===== src/rtl/osc_sup_pkg.sv =====
package osc_sup_pkg;

   typedef enum logic [0:0] {
      CHK_IDLE = 1'b0,
      CHK_RUN  = 1'b1
   } chk_state_e;

   localparam int unsigned EDGE_ANY  = 0;
   localparam int unsigned EDGE_RISE = 1;
   localparam int unsigned EDGE_FALL = 2;

endpackage


===== src/rtl/osc_sync.sv =====
module osc_sync #(
   parameter int unsigned STAGES  = 2,
   parameter logic        RST_VAL = 1'b0
) (
   input  logic clk_i,
   input  logic rst_ni,
   input  logic d_i,
   output logic q_o
);

   if (STAGES < 2) begin : g_bad_stages
      $error("osc_sync needs at least two stages");
   end

   logic [STAGES-1:0] chain_q;

   always_ff @(posedge clk_i or negedge rst_ni) begin
      if (!rst_ni) begin
         chain_q[0] <= RST_VAL;
      end else begin
         chain_q[0] <= d_i;
      end
   end

   for (genvar i = 1; i < STAGES; i++) begin : g_stage
      always_ff @(posedge clk_i or negedge rst_ni) begin
         if (!rst_ni) begin
            chain_q[i] <= RST_VAL;
         end else begin
            chain_q[i] <= chain_q[i-1];
         end
      end
   end

   assign q_o = chain_q[STAGES-1];

endmodule


===== src/rtl/osc_act_detect.sv =====
module osc_act_detect
   import osc_sup_pkg::*;
#(
   parameter int unsigned SYNC_STAGES = 2,
   parameter int unsigned EDGE_MODE   = EDGE_ANY
) (
   input  logic clk_i,
   input  logic rst_ni,
   input  logic osc_i,
   output logic edge_o
);

   if (EDGE_MODE > EDGE_FALL) begin : g_bad_mode
      $error("osc_act_detect: unknown EDGE_MODE");
   end

   logic osc_sync;
   logic osc_prev_q;

   osc_sync #(
      .STAGES  (SYNC_STAGES),
      .RST_VAL (1'b0)
   ) u_sync (
      .clk_i  (clk_i),
      .rst_ni (rst_ni),
      .d_i    (osc_i),
      .q_o    (osc_sync)
   );

   always_ff @(posedge clk_i or negedge rst_ni) begin
      if (!rst_ni) begin
         osc_prev_q <= 1'b0;
      end else begin
         osc_prev_q <= osc_sync;
      end
   end

   if (EDGE_MODE == EDGE_RISE) begin : g_rise
      assign edge_o = osc_sync & ~osc_prev_q;
   end else if (EDGE_MODE == EDGE_FALL) begin : g_fall
      assign edge_o = ~osc_sync & osc_prev_q;
   end else begin : g_any
      assign edge_o = osc_sync ^ osc_prev_q;
   end

endmodule


===== src/rtl/osc_win_timer.sv =====
module osc_win_timer
   import osc_sup_pkg::*;
#(
   parameter int unsigned WIN_CYC = 250000
) (
   input  logic clk_i,
   input  logic rst_ni,
   input  logic pg_sync_i,
   input  logic stop_i,
   input  logic act_edge_i,
   output logic active_o,
   output logic timeout_o
);

   localparam int unsigned CNT_W = (WIN_CYC > 2) ? $clog2(WIN_CYC) : 1;
   localparam logic [CNT_W-1:0] CNT_LAST = CNT_W'(WIN_CYC - 1);

   chk_state_e        state_q;
   logic [CNT_W-1:0]  cnt_q;
   logic              pg_prev_q;
   logic              start;
   logic              at_last;

   assign start   = pg_sync_i & ~pg_prev_q & ~stop_i;
   assign at_last = (cnt_q == CNT_LAST);

   always_ff @(posedge clk_i or negedge rst_ni) begin
      if (!rst_ni) begin
         pg_prev_q <= 1'b0;
      end else begin
         pg_prev_q <= pg_sync_i;
      end
   end

   always_ff @(posedge clk_i or negedge rst_ni) begin
      if (!rst_ni) begin
         state_q <= CHK_IDLE;
         cnt_q   <= '0;
      end else begin
         unique case (state_q)
            CHK_IDLE: begin
               if (start) begin
                  state_q <= CHK_RUN;
                  cnt_q   <= '0;
               end
            end
            CHK_RUN: begin
               if (!pg_sync_i || act_edge_i || at_last) begin
                  state_q <= CHK_IDLE;
               end else begin
                  cnt_q <= cnt_q + 1'b1;
               end
            end
            default: state_q <= CHK_IDLE;
         endcase
      end
   end

   assign active_o  = (state_q == CHK_RUN);
   assign timeout_o = active_o & pg_sync_i & ~act_edge_i & at_last;

endmodule


===== src/rtl/osc_ctrl_regs.sv =====
module osc_ctrl_regs #(
   parameter int unsigned ADDR_W    = 4,
   parameter int unsigned DATA_W    = 8,
   parameter int unsigned CTRL_ADDR = 8,
   parameter int unsigned FLAG_ADDR = 0,
   parameter int unsigned STOP_BIT  = 7,
   parameter int unsigned FAIL_BIT  = 4,
   parameter logic        RST_STOP  = 1'b0
) (
   input  logic              clk_i,
   input  logic              rst_ni,
   input  logic              wr_en_i,
   input  logic [ADDR_W-1:0] wr_addr_i,
   input  logic [DATA_W-1:0] wr_data_i,
   input  logic              timeout_i,
   output logic              stop_o,
   output logic              fail_o
);

   logic ctrl_hit;
   logic flag_clr;

   assign ctrl_hit = wr_en_i && (wr_addr_i == ADDR_W'(CTRL_ADDR));
   assign flag_clr = wr_en_i && (wr_addr_i == ADDR_W'(FLAG_ADDR))
                     && !wr_data_i[FAIL_BIT];

   always_ff @(posedge clk_i or negedge rst_ni) begin
      if (!rst_ni) begin
         stop_o <= RST_STOP;
      end else if (ctrl_hit) begin
         stop_o <= wr_data_i[STOP_BIT];
      end
   end

   // a detection in the same cycle as a clearing write wins
   always_ff @(posedge clk_i or negedge rst_ni) begin
      if (!rst_ni) begin
         fail_o <= 1'b0;
      end else if (timeout_i) begin
         fail_o <= 1'b1;
      end else if (flag_clr) begin
         fail_o <= 1'b0;
      end
   end

endmodule


===== src/rtl/osc_supervisor.sv =====
module osc_supervisor
   import osc_sup_pkg::*;
#(
   parameter int unsigned WIN_CYC     = 250000,
   parameter int unsigned SYNC_STAGES = 2,
   parameter int unsigned EDGE_MODE   = EDGE_ANY,
   parameter int unsigned ADDR_W      = 4,
   parameter int unsigned DATA_W      = 8,
   parameter int unsigned CTRL_ADDR   = 8,
   parameter int unsigned FLAG_ADDR   = 0,
   parameter int unsigned STOP_BIT    = 7,
   parameter int unsigned FAIL_BIT    = 4,
   parameter logic        RST_STOP    = 1'b0
) (
   input  logic              clk_i,
   input  logic              rst_ni,
   input  logic              pwr_good_i,
   input  logic              osc_act_i,
   input  logic              wr_en_i,
   input  logic [ADDR_W-1:0] wr_addr_i,
   input  logic [DATA_W-1:0] wr_data_i,
   output logic              osc_en_o,
   output logic              fail_o
);

   if (WIN_CYC < 2) begin : g_bad_win
      $error("osc_supervisor: WIN_CYC must be at least 2");
   end
   if (STOP_BIT >= DATA_W || FAIL_BIT >= DATA_W) begin : g_bad_bits
      $error("osc_supervisor: field bit outside data width");
   end
   if (CTRL_ADDR >= (1 << ADDR_W) || FLAG_ADDR >= (1 << ADDR_W)) begin : g_bad_addr
      $error("osc_supervisor: register address outside address space");
   end
   if (CTRL_ADDR == FLAG_ADDR) begin : g_same_addr
      $error("osc_supervisor: control and flag registers must differ");
   end

   logic pg_sync;
   logic act_edge;
   logic win_active;
   logic win_timeout;
   logic stop_q;

   osc_sync #(
      .STAGES  (SYNC_STAGES),
      .RST_VAL (1'b0)
   ) u_pg_sync (
      .clk_i  (clk_i),
      .rst_ni (rst_ni),
      .d_i    (pwr_good_i),
      .q_o    (pg_sync)
   );

   osc_act_detect #(
      .SYNC_STAGES (SYNC_STAGES),
      .EDGE_MODE   (EDGE_MODE)
   ) u_act (
      .clk_i  (clk_i),
      .rst_ni (rst_ni),
      .osc_i  (osc_act_i),
      .edge_o (act_edge)
   );

   osc_win_timer #(
      .WIN_CYC (WIN_CYC)
   ) u_timer (
      .clk_i      (clk_i),
      .rst_ni     (rst_ni),
      .pg_sync_i  (pg_sync),
      .stop_i     (stop_q),
      .act_edge_i (act_edge),
      .active_o   (win_active),
      .timeout_o  (win_timeout)
   );

   osc_ctrl_regs #(
      .ADDR_W    (ADDR_W),
      .DATA_W    (DATA_W),
      .CTRL_ADDR (CTRL_ADDR),
      .FLAG_ADDR (FLAG_ADDR),
      .STOP_BIT  (STOP_BIT),
      .FAIL_BIT  (FAIL_BIT),
      .RST_STOP  (RST_STOP)
   ) u_regs (
      .clk_i     (clk_i),
      .rst_ni    (rst_ni),
      .wr_en_i   (wr_en_i),
      .wr_addr_i (wr_addr_i),
      .wr_data_i (wr_data_i),
      .timeout_i (win_timeout),
      .stop_o    (stop_q),
      .fail_o    (fail_o)
   );

   assign osc_en_o = ~stop_q;

endmodule


===== config.mk =====
export PLATFORM = sky130hd
export DESIGN_NAME = osc_supervisor
export DESIGN_NICKNAME = d
export VERILOG_FILES = /design/src/rtl/osc_sup_pkg.sv /design/src/rtl/osc_sync.sv /design/src/rtl/osc_act_detect.sv /design/src/rtl/osc_win_timer.sv /design/src/rtl/osc_ctrl_regs.sv /design/src/rtl/osc_supervisor.sv
export SDC_FILE = /design/constraint.sdc
export NUM_CORES = 1
export LEC_CHECK = 0
export ABC_AREA = 1
export ABC_CLOCK_PERIOD_IN_PS = 5100
export BUFFER_PORTS_ARGS = -buffer_cell sky130_fd_sc_hd__buf_2
export CAP_MARGIN = 25
export CELL_PAD_IN_SITES_DETAIL_PLACEMENT = 0
export CELL_PAD_IN_SITES_GLOBAL_PLACEMENT = 1
export CORE_MARGIN = 1.5
export CORE_UTILIZATION = 44
export CTS_CLUSTER_DIAMETER = 200
export DETAILED_ROUTE_END_ITERATION = 10
export PLACE_DENSITY = 0.93
export SLEW_MARGIN = 0
export SYNTH_ARGS = -nofsm -noshare
export SYNTH_HDL_FRONTEND = slang
export SYNTH_HIERARCHICAL = 1
export SYNTH_SLANG_ARGS = --single-unit

===== constraint.sdc =====
create_clock -name clk_i -period 5.1 [get_ports clk_i]
set_clock_uncertainty 0.2 [all_clocks]
set_input_delay 1.02 -clock clk_i [delete_from_list [all_inputs] [get_ports clk_i]]
set_output_delay 1.02 -clock clk_i [all_outputs]
set_load 0.01 [all_outputs]

==> reports/qor.json <==
{
  "cp-startpoint": {"value": "u_timer/cnt_q[0]$_DFFE_PN0P_"},
  "dieWidth": {"value": 62.3, "unit": "microns"},
  "wl_per_cell": {"value": 11.2, "unit": "microns"},
  "timing.final.crit_share": {"value": 0.421},
  "worst_skew_pair_later_pin_latency": {"value": 0.32, "unit": "ns"},
  "ratio_of_cells_with_drive_above_1_in_the_final_layout": {"value": 0.124},
  "outcome": {"value": "finished clean"},
  "floorplan.io_pins": {"value": 19},
  "setup_viol": {"value": 0},
  "grt_pass1_wl": {"value": 5810, "unit": "microns"},
  "p_per_area": {"value": 222, "unit": "mW/mm^2"},
  "n_antenna_cell": {"value": 0},
  "cp.required": {"value": 5.11, "unit": "ns"},
  "drt_first_pass_iters": {"value": 4},
  "finalInstanceArea": {"value": 0.00167, "unit": "sq mm"},
  "netlist_top_cells_count": {"value": "71 x nand2_1, 33 x nor2_1, 27 x dfrtp_1, 21 x nand3_1, 19 x inv_1"},
  "final-hold-violation-count": {"value": 0},
  "hpwl": {"value": 2250, "unit": "microns"},
  "syn-mean-instance-area": {"value": 7.22, "unit": "sq um"},
  "fp.dieArea": {"value": 0.00388, "unit": "sq mm"},
  "fp-row-count": {"value": 21},
  "intPower": {"value": 267, "unit": "uW"},
  "startpoint_of_the_tightest_hold_check_path": {"value": "u_pg_sync/chain_q[0]$_DFF_PN0_"},
  "first_global_vias": {"value": 1384},
  "detail_route.drc_violations": {"value": 0},
  "hold_buf_count_cts": {"value": 0},
  "stdcell_count": {"value": 272},
  "area.growth.synth_to_final": {"value": 7.94, "unit": "%"},
  "worst_r2r_startpoint": {"value": "u_timer/cnt_q[0]$_DFFE_PN0P_"},
  "placedInstanceArea": {"value": 0.00164, "unit": "sq mm"},
  "sw_frac_of_total": {"value": 0.279},
  "path_max_fanout": {"value": 19},
  "finish.net_count": {"value": 245},
  "hold_path.class": {"value": "reg -> reg"},
  "detailedPlace.worstSlack": {"value": 2.94, "unit": "ns"},
  "switching_power": {"value": 103, "unit": "uW"},
  "synth_seq_cells": {"value": 27},
  "peakVddDrop": {"value": 152, "unit": "uV"},
  "synth_edf_count": {"value": 0},
  "yosysWarningCount": {"value": 6},
  "post_synth_main_area_contributors": {"value": "dfrtp_1 44%, nand2_1 17%, nor2_1 8.0%, nand3_1 6.8%, xor2_1 5.1%"},
  "timing.slew.headroom": {"value": 0.596},
  "share_seq_of_total_power": {"value": 0.633},
  "globalplace.congestion": {"value": 0.815},
  "synth_area_leader_cell": {"value": "dfrtp_1"},
  "vias_per_cell": {"value": 4.79},
  "critical_path.reg2reg.endpoint": {"value": "u_timer/cnt_q[17]$_DFFE_PN0P_"},
  "finalWorstSetupSlack": {"value": 2.95, "unit": "ns"},
  "cp-start-kind": {"value": "flop"},
  "grt_start_max_net_pins": {"value": 28},
  "globalRouteOverflowTotal": {"value": 0},
  "number_of_sinks_driven_by_the_clock_tree": {"value": 27},
  "ys_seq_area_frac": {"value": 0.437},
  "cts-buffers-inserted": {"value": 3},
  "critPathCaptureType": {"value": "flop"},
  "min_delay_worst_endpoint": {"value": "u_pg_sync/q_o$_DFF_PN0_"},
  "cts.path.max_buffers": {"value": 2},
  "yosysMostFrequentCell": {"value": "nand2_1"},
  "number_of_buffers_inserted_to_repair_setup_after_cts": {"value": 0},
  "grt_setup_unrepaired": {"value": "no"},
  "syn_nets": {"value": 232},
  "grt_util_all_layers": {"value": 0.185},
  "placeableCoreArea": {"value": 0.00336, "unit": "sq mm"},
  "synth_async_sr_flop_share": {"value": 1.00},
  "tightest_slew": {"value": 0.606, "unit": "ns"},
  "wirelength": {"value": 3050, "unit": "microns"},
  "p_leak": {"value": 0.732, "unit": "nW"},
  "initial_utilization": {"value": 0.459},
  "clock_power_share": {"value": 0.255},
  "syn_inst": {"value": 214},
  "clock_tree.htree_level_count": {"value": 1},
  "clk_pin_slew": {"value": 0.15, "unit": "ns"},
  "drv_cap": {"value": 0},
  "syn-cell-area": {"value": 0.00155, "unit": "sq mm"},
  "total_instance_count_after_detailed_placement": {"value": 268},
  "fin_setup_tns": {"value": 0, "unit": "ns"},
  "antenna_violations_before_repair": {"value": 0},
  "postLayoutCoreUtil": {"value": 0.496},
  "power.share.combinational": {"value": 0.112},
  "numPortBuffers": {"value": 12},
  "first_iter_violations": {"value": 17},
  "worst_r2r_path_depth": {"value": 8},
  "die_h": {"value": 62.3, "unit": "microns"},
  "clock-root-buffer": {"value": "clkbuf_4"},
  "r2r_slack": {"value": 2.95, "unit": "ns"},
  "synth_top_flop_cell": {"value": "dfrtp_1"},
  "tritoncts": {"value": "yes"},
  "timing.fmax": {"value": 0.465, "unit": "GHz"},
  "setup.worst_path.class": {"value": "reg -> reg"},
  "min_delay_path_depth": {"value": 0},
  "cts_resized": {"value": 0},
  "drt.antenna.violating_nets": {"value": 0},
  "synthDistinctLibCells": {"value": 22},
  "critical_path_arrival": {"value": 2.16, "unit": "ns"},
  "finalCriticalPeriod": {"value": 2.15, "unit": "ns"},
  "drv_slew": {"value": 0},
  "synth_top_area_frac": {"value": 0.437},
  "dr_total_vias": {"value": 1304}
}
-- metal layers --
metal / up-vias / track usage / share of wire
met1: 589 / 0.230 / 0.48
met4: 0 / 0.0722 / 0.014
li1: 691 / - / -
met2: 20 / 0.327 / 0.47
met5: - / 0 / 0
met3: 4 / 0.0236 / 0.032
-- layout by cell type (no fill, tap or decap), drive strengths merged --
| cell | count |
|---|---|
| nor3 | 1 |
| buf | 12 |
| nor2 | 38 |
| clkbuf | 3 |
| nor3b | 1 |
| clkinvlp | 1 |
| inv | 21 |
| nand3 | 21 |
| a21boi | 1 |
| and2 | 2 |
| nand2 | 74 |
| xor2 | 9 |
| nor4 | 1 |
| o21ai | 10 |
| dfrtp | 27 |
| nand4 | 3 |
| ha | 1 |
-- worst max path at each step --
stage	cells after the start	slack, ns	end
final	8	2.95	u_timer/cnt_q[17]$_DFFE_PN0P_
after global routing	9	2.73	u_timer/cnt_q[16]$_DFFE_PN0P_
after floorplan	9	3.31	u_timer/cnt_q[16]$_DFFE_PN0P_
after global placement	8	3.00	u_timer/cnt_q[17]$_DFFE_PN0P_
after CTS	8	2.92	u_timer/cnt_q[17]$_DFFE_PN0P_
after detailed placement	8	2.94	u_timer/cnt_q[17]$_DFFE_PN0P_
-- area by class of cell --
class                           instances  area (sq um)
Multi-Input combinational cell        162           766
Clock buffer                            3          22.5
Clock inverter                          1          7.51
Fill cell                             367          1700
Timing Repair Buffer                   12          60.1
Sequential cell                        27           676
Tap cell                               46          57.6
Inverter                               21          78.8
-- sequential cells by signal, indices dropped and copies added (netlist names) --
signal,cells
u_act/osc_prev_q,1
u_act/u_sync/chain_q,1
u_act/u_sync/q_o,1
u_pg_sync/chain_q,1
u_pg_sync/q_o,1
u_regs/fail_o,1
u_regs/stop_o,1
u_timer/active_o,1
u_timer/cnt_q,18
u_timer/pg_prev_q,1
-- power by group through the flow --
| stage | Sequential (mW) | Clock, mW | Combinational [mW] |
|---|---|---|---|
| after floorplan | 0.235 | 0 | 0.0276 |
| after global placement | 0.238 | 0 | 0.0415 |
| after detailed placement | 0.238 | 0 | 0.0416 |
| after CTS | 0.234 | 0.102 | 0.0422 |
| after global routing | 0.236 | 0.106 | 0.0479 |
| final | 0.234 | 0.0941 | 0.0416 |
-- logic make-up after synthesis --
kind of cell,share of synthesized area
and+or+nand+nor,0.392
DFF,0.437
buffers and inverters,0.0672
AOI/OAI and AO/OA,0.0445
xor gates and xnor gates,0.0510
adders and majority gates,0.00810
-- metrics by stage --
step | hold WS [ns] | power (mW)
2_1_floorplan | 0.131 | 0.263
3_3_place_gp | 0.133 | 0.279
3_5_place_dp | 0.135 | 0.280
4_1_cts | 0.169 | 0.378
5_1_grt | 0.181 | 0.390
6_report | 0.167 | 0.370
-- critical path: stages, from the launching register on --
cell and delay (ns):
dfrtp_1 0.50, ha_1 0.22, nand2_2 0.09, nor2_4 0.14, inv_2 0.07, nor2_2 0.12
nand2_2 0.09, a21boi_4 0.46, o21ai_1 0.14
(Power assumes the default switching activity.)
